**src/rtl/tlb_pkg.sv**
```systemverilog
package tlb_pkg;

    // Per-slot page status, mirrored from the page table entry.
    typedef struct packed {
        logic dirty;
        logic refd;
        logic wprot;
    } pstat_t;

    typedef enum logic {
        ACC_READ  = 1'b0,
        ACC_WRITE = 1'b1
    } acc_e;

    localparam pstat_t PSTAT_CLEAR = '{dirty: 1'b0, refd: 1'b0, wprot: 1'b0};

endpackage

```
**src/rtl/tlb_tag_match.sv**
```systemverilog
module tlb_tag_match #(
    parameter int ENTRIES = 16,
    parameter int VPN_W   = 20,
    localparam int IDX_W  = $clog2(ENTRIES)
) (
    input  logic                            clk,
    input  logic                            rst,
    input  logic [ENTRIES-1:0]              valid,
    input  logic [ENTRIES-1:0][VPN_W-1:0]   tags,
    input  logic [VPN_W-1:0]                vpn,
    output logic [ENTRIES-1:0]              hit_vec,
    output logic                            any_hit,
    output logic [IDX_W-1:0]                hit_idx
);

    for (genvar g = 0; g < ENTRIES; g++) begin : g_cmp
        assign hit_vec[g] = valid[g] && (tags[g] == vpn);
    end

    assign any_hit = |hit_vec;

    always_comb begin
        hit_idx = '0;
        for (int i = 0; i < ENTRIES; i++) begin
            if (hit_vec[i]) hit_idx = hit_idx | IDX_W'(i);
        end
    end

    // a page number lives in at most one slot
    p_single_match_r3: assert property (@(posedge clk) disable iff (rst)
        $onehot0(hit_vec));

endmodule

```
**src/rtl/tlb_age_lru.sv**
```systemverilog
module tlb_age_lru #(
    parameter int ENTRIES = 16,
    localparam int IDX_W  = $clog2(ENTRIES)
) (
    input  logic               clk,
    input  logic               rst,
    input  logic [ENTRIES-1:0] valid,
    input  logic               touch_a_en,
    input  logic [IDX_W-1:0]   touch_a_idx,
    input  logic               touch_b_en,
    input  logic [IDX_W-1:0]   touch_b_idx,
    output logic [IDX_W-1:0]   victim_idx
);

    typedef logic [ENTRIES-1:0][IDX_W-1:0] age_arr_t;

    age_arr_t ages_q, ages_d;

    // Move slot k to age 0; every slot younger than k ages by one.
    function automatic age_arr_t promote(age_arr_t a, logic [IDX_W-1:0] k);
        age_arr_t r;
        r = a;
        for (int j = 0; j < ENTRIES; j++) begin
            if (IDX_W'(j) == k)      r[j] = '0;
            else if (a[j] < a[k])    r[j] = a[j] + 1'b1;
        end
        return r;
    endfunction

    always_comb begin
        ages_d = ages_q;
        if (touch_a_en) ages_d = promote(ages_d, touch_a_idx);
        if (touch_b_en) ages_d = promote(ages_d, touch_b_idx);
    end

    always_ff @(posedge clk) begin
        if (rst) begin
            for (int i = 0; i < ENTRIES; i++) ages_q[i] <= IDX_W'(i);
        end else begin
            ages_q <= ages_d;
        end
    end

    logic             have_free;
    logic [IDX_W-1:0] free_idx, old_idx;

    always_comb begin
        have_free = 1'b0;
        free_idx  = '0;
        old_idx   = '0;
        for (int i = ENTRIES - 1; i >= 0; i--) begin
            if (!valid[i]) begin
                have_free = 1'b1;
                free_idx  = IDX_W'(i);
            end
            if (ages_q[i] == IDX_W'(ENTRIES - 1)) old_idx = IDX_W'(i);
        end
    end

    assign victim_idx = have_free ? free_idx : old_idx;

    // Ages always form a permutation of 0..ENTRIES-1.
    logic [ENTRIES-1:0] age_seen;
    always_comb begin
        age_seen = '0;
        for (int j = 0; j < ENTRIES; j++) age_seen[ages_q[j]] = 1'b1;
    end

    // recency state stays a strict order
    p_age_perm_r4: assert property (@(posedge clk) disable iff (rst)
        &age_seen);

    // a filled slot is most recently used afterwards
    p_fill_mru_r7: assert property (@(posedge clk) disable iff (rst)
        touch_b_en |=> (ages_q[$past(touch_b_idx)] == '0));

    // a free slot is preferred over eviction
    p_victim_free_r7: assert property (@(posedge clk) disable iff (rst)
        !(&valid) |-> !valid[victim_idx]);

endmodule

```
**src/rtl/page_xlate_tlb.sv**
```systemverilog
module page_xlate_tlb
    import tlb_pkg::*;
#(
    parameter int VA_W       = 32,
    parameter int PA_W       = 32,
    parameter int PAGE_BYTES = 4096,
    parameter int ENTRIES    = 16,
    localparam int OFF_W     = $clog2(PAGE_BYTES),
    localparam int VPN_W     = VA_W - OFF_W,
    localparam int PPN_W     = PA_W - OFF_W
) (
    input  logic             clk,
    input  logic             rst,
    input  logic             lk_valid,
    input  logic [VA_W-1:0]  lk_vaddr,
    input  logic             lk_write,
    output logic             hit,
    output logic             miss,
    output logic             prot_fault,
    output logic [PA_W-1:0]  paddr,
    output logic             hit_dirty,
    output logic             hit_ref,
    output logic             hit_wprot,
    input  logic             fill_valid,
    input  logic [VPN_W-1:0] fill_vpn,
    input  logic [PPN_W-1:0] fill_ppn,
    input  logic             fill_dirty,
    input  logic             fill_wprot,
    input  logic             flush
);

    localparam int IDX_W = $clog2(ENTRIES);

    logic   [ENTRIES-1:0]            valid_q;
    logic   [ENTRIES-1:0][VPN_W-1:0] vpn_q;
    logic   [ENTRIES-1:0][PPN_W-1:0] ppn_q;
    pstat_t [ENTRIES-1:0]            st_q;

    logic [VPN_W-1:0] lk_vpn;
    logic [OFF_W-1:0] lk_off;
    acc_e             acc;

    assign lk_vpn = lk_vaddr[VA_W-1:OFF_W];
    assign lk_off = lk_vaddr[OFF_W-1:0];
    assign acc    = acc_e'(lk_write);

    logic [ENTRIES-1:0] hit_vec;
    logic               any_hit;
    logic [IDX_W-1:0]   hit_idx;
    logic [IDX_W-1:0]   victim_idx;

    tlb_tag_match #(.ENTRIES(ENTRIES), .VPN_W(VPN_W)) u_match (
        .clk     (clk),
        .rst     (rst),
        .valid   (valid_q),
        .tags    (vpn_q),
        .vpn     (lk_vpn),
        .hit_vec (hit_vec),
        .any_hit (any_hit),
        .hit_idx (hit_idx)
    );

    pstat_t cur;
    logic   fill_en, touch_hit, wr_ok;

    assign cur        = st_q[hit_idx];
    assign hit        = lk_valid && any_hit;
    assign miss       = lk_valid && !any_hit;
    assign prot_fault = hit && (acc == ACC_WRITE) && cur.wprot;
    assign wr_ok      = hit && (acc == ACC_WRITE) && !cur.wprot;
    assign paddr      = hit ? {ppn_q[hit_idx], lk_off} : '0;
    assign hit_dirty  = hit && cur.dirty;
    assign hit_ref    = hit && cur.refd;
    assign hit_wprot  = hit && cur.wprot;

    assign fill_en    = fill_valid && !flush;
    assign touch_hit  = hit && !flush;

    tlb_age_lru #(.ENTRIES(ENTRIES)) u_lru (
        .clk         (clk),
        .rst         (rst),
        .valid       (valid_q),
        .touch_a_en  (touch_hit),
        .touch_a_idx (hit_idx),
        .touch_b_en  (fill_en),
        .touch_b_idx (victim_idx),
        .victim_idx  (victim_idx)
    );

    // Valid and status: hit updates first, then fill overrides its slot.
    always_ff @(posedge clk) begin
        if (rst) begin
            valid_q <= '0;
            for (int i = 0; i < ENTRIES; i++) st_q[i] <= PSTAT_CLEAR;
        end else if (flush) begin
            valid_q <= '0;
        end else begin
            if (touch_hit) begin
                st_q[hit_idx].refd <= 1'b1;
                if (wr_ok) st_q[hit_idx].dirty <= 1'b1;
            end
            if (fill_en) begin
                valid_q[victim_idx] <= 1'b1;
                st_q[victim_idx]    <= '{dirty: fill_dirty, refd: 1'b0, wprot: fill_wprot};
            end
        end
    end

    // Page numbers carry no reset; valid_q guards them.
    always_ff @(posedge clk) begin
        if (fill_en) begin
            vpn_q[victim_idx] <= fill_vpn;
            ppn_q[victim_idx] <= fill_ppn;
        end
    end

    logic fill_on_hit;
    assign fill_on_hit = fill_en && (victim_idx == hit_idx);

    // a hit leaves the slot marked referenced
    p_ref_set_r4: assert property (@(posedge clk) disable iff (rst)
        (hit && !flush && !fill_on_hit) |=> st_q[$past(hit_idx)].refd);

    // permitted write hit marks the page modified
    p_dirty_set_r5: assert property (@(posedge clk) disable iff (rst)
        (hit && lk_write && !prot_fault && !flush && !fill_on_hit)
        |=> st_q[$past(hit_idx)].dirty);

    // a protected write leaves the modified bit alone
    p_prot_hold_r6: assert property (@(posedge clk) disable iff (rst)
        (prot_fault && !flush && !fill_on_hit)
        |=> (st_q[$past(hit_idx)].dirty == $past(st_q[hit_idx].dirty)));

    // flush empties everything
    p_flush_clear_r8: assert property (@(posedge clk) disable iff (rst)
        flush |=> (valid_q == '0));

    // hit and miss only with a lookup
    p_idle_quiet_r3: assert property (@(posedge clk) disable iff (rst)
        !lk_valid |-> (!hit && !miss && !prot_fault));

endmodule

```
**config.mk**
```make
export PLATFORM = sky130hd
export DESIGN_NAME = page_xlate_tlb
export DESIGN_NICKNAME = d
export VERILOG_FILES = /design/src/rtl/tlb_pkg.sv /design/src/rtl/tlb_tag_match.sv /design/src/rtl/tlb_age_lru.sv /design/src/rtl/page_xlate_tlb.sv
export SDC_FILE = /design/constraint.sdc
export NUM_CORES = 2
export LEC_CHECK = 0
export ABC_AREA = 1
export ABC_CLOCK_PERIOD_IN_PS = 9700
export CAP_MARGIN = 0
export CORE_AREA = 2 2 236 355
export CTS_CLUSTER_DIAMETER = 80
export CTS_CLUSTER_SIZE = 20
export DETAILED_ROUTE_END_ITERATION = 16
export DIE_AREA = 0 0 238 357
export PLACE_DENSITY = 0.65
export SLEW_MARGIN = 20
export SYNTH_ARGS = -nofsm -noshare
export SYNTH_HDL_FRONTEND = slang
export SYNTH_SLANG_ARGS = --single-unit
export TNS_END_PERCENT = 20
```
**constraint.sdc**
```tcl
create_clock -name clk -period 9.7 [get_ports clk]
set_input_delay 1.94 -clock clk [delete_from_list [all_inputs] [get_ports clk]]
set_output_delay 1.94 -clock clk [all_outputs]
set_load 0.05 [all_outputs]
```
==> results.cfg <==
[status]
outcome = finished clean

[die]
die_x_um = 238
die_h_um = 357
die_area_um2 = 85000
initial_core_util_pct = 49.6
pin_count = 118
coreArea_um2 = 82000
rows = 129

[timing]
rsz0062_at_grt = no
setup_viol = 0
worst_slew_pin_slew_ps = 1180
slew_headroom_pct = 20.6
fin_tns_setup_ps = 0
finalMaxSlewViolations = 0
hold_viol = 0
min_period_ps = 9160
whs_ps = 455
max_freq_mhz = 109
skew_ps = 37.3
period_share_pct = 94.4

[critical_path]
slowest_stage = inv_2
startpoint_type = primary input
critical_path_class = in2reg
end_kind = flip-flop
cp.arrival_ps = 9710
slowest_delay_ps = 530
crit_family = simple AND/OR/NAND/NOR gates
path_max_fanout = 21
path_common_cell = nor2_1
crit_buf_inv = 5
cp.required_ps = 10250

[cts]
path_clk_slew_ps = 90
ctsHoldBuffers = 0
cts_setup_buffers = 0
cts_root_buf = clkbuf_16
cts_resized = 0
clk_latency_ps = 660
cts_buffers = 46
cts_tree = built
clk_path_buf_depth = 3
htree_levels = 2
cts.sinks = 768

[routing]
drcViolationCount = 0
wl_per_cell_um = 26.5
wirelength_mm = 157
drtAntennaViolNets = 0
drt_first_pass_iters = 7
dr.first_iter.drc_count = 3504
vias = 35532
vias_per_cell = 6.02

[synthesis]
syn-cell-area_um2 = 40700
async_flop_share_pct = 0
synth_edf_count = 640
synth_cell_types = 57
postSynthCellCount = 4696
synth-seq-area-share_pct = 53.5
synthDominantCellAreaShare_pct = 47.2
synth_warnings = 0
ys.flop_type = edfxtp_1
synth.top_cells.by_count = nand2_1, edfxtp_1, inv_1, nor2_1, nand3_1
yosysTopAreaCell = edfxtp_1
avgSynthCellArea_um2 = 8.66
synth.most_common_cell = nand2_1
synth_seq_cells = 768
synth_area_leaders = edfxtp_1, nand2_1, dfxtp_1, inv_1, nor2_1
synth_nets = 4888

[flow_run]
cap_violations = 0

[finish]
multi_input_area_um2 = 16000
seqCellArea_um2 = 21800
final_cell_area_um2 = 44700
area_delta_synth_final_pct = 9.98
drive_gt1_share_pct = 6.96
stdcell_count = 5906
fin_nets = 5017
fill_cells = 7574

[power]
power_density_nw_per_um2 = 141
leakage_nw = 18.5
ir_worst_vdd_mv = 0.168
total_power_mw = 6.29

[place]
place_area_um2 = 43400
dp_cells = 5825
io_buffers = 117
gp_congestion = 1.01
dp.final_hpwl_mm = 105

[grt]
grt_pass1_wl_mm = 224
grt_pass1_vias = 34282
grt_max_degree = 85
antenna_found_initial = 1
grt.total_usage_pct = 36.4
overflow = 0

[min_path]
hp-class = reg2reg
==> worst reg2reg max path: cells and delay by family, from the launching register on <==
family / cells / cell delay (ps)
AND/OR/NAND/NOR: 18 / 2980
AO/OA/AOI/OAI: 10 / 2550
adder cells (fa/ha/maj): 2 / 780
buffers and inverters: 3 / 560
flip-flops: 1 / 400
==> sequential cells by signal, indices dropped and copies added (netlist names) <==
register,flops
u_lru.ages_q,64
valid_q,16
vpn_q,320
ppn_q,320
st_q,48
==> placed cells by master, fill, tap and decap left out, types with 4 or more instances in the layout <==
master	instances
o221ai_1	4
ha_1	112
o31ai_1	13
nand4_1	89
clkbuf_1	24
nand2_1	1273
nand3_1	276
o211ai_1	15
inv_2	35
dfxtp_1	128
nor3_1	55
clkbuf_16	46
nor2_1	430
edfxtp_1	640
and3_1	5
or2_1	11
o22ai_1	229
nand3b_1	19
a221oi_1	18
o21ai_1	30
o21bai_1	6
or2_2	26
a21oi_1	115
nor2_2	12
clkdlybuf4s50_1	91
xnor2_1	39
o2111ai_1	8
nor3b_1	5
nor4_1	51
o21ai_0	248
inv_1	541
xor2_1	21
buf_4	144
nor2_4	23
nand3_2	9
nand2_2	14
==> cell type report <==
class	count	area share (%)
Tap cell	1048	2.93
Timing Repair Buffer	239	4.56
Multi-Input combinational cell	3188	35.8
Inverter	582	4.90
Clock inverter	9	0.316
Antenna cell	2	0.0112
Sequential cell	768	48.7
Clock buffer	70	2.77
==> routing by layer <==
metal  track usage, %  vias to the layer above  share of wire [%]
li1                 -                    16215                  -
met1             42.5                    16980                 36
met2             61.9                     1784                 48
met3             4.12                      553                7.1
met4             27.8                        0                8.7
met5                0                        -                  0
==> cells by family (layout without fill, tap and decap cells) <==
family,Yosys count,in the layout,synth area share (%)
compound gates,707,707,10.1
xor+xnor,60,60,1.29
fa+ha+maj,112,112,3.44
buf+inv,740,900,7.43
flops,768,768,53.5
other cells,0,2,0
simple gates,2309,2309,24.2
==> per-stage QoR <==
step           setup WS, ps  utilization [%]
2_1_floorplan          1590                -
3_3_place_gp            201             52.9
3_5_place_dp           97.5             52.9
4_1_cts                 770             54.6
5_1_grt                 187             54.6
6_report                543             54.6
==> report_power, final <==
group          switching (mW)  internal [mW]
Sequential             0.0223           3.59
Combinational           0.429          0.171
Clock                    1.17          0.912
==> final timing paths <==
path	startpoint	to	slack, ps	cells after the start
setup reg to reg	vpn_q[301]	u_lru.ages_q[27]	2360	33
setup / recovery	lk_vaddr[13]	u_lru.ages_q[27]	540	37
hold reg to reg	st_q[13]	st_q[13]	460	2
hold / removal	st_q[13]	st_q[13]	460	2
No activity file was read; power rests on OpenSTA's default activity.
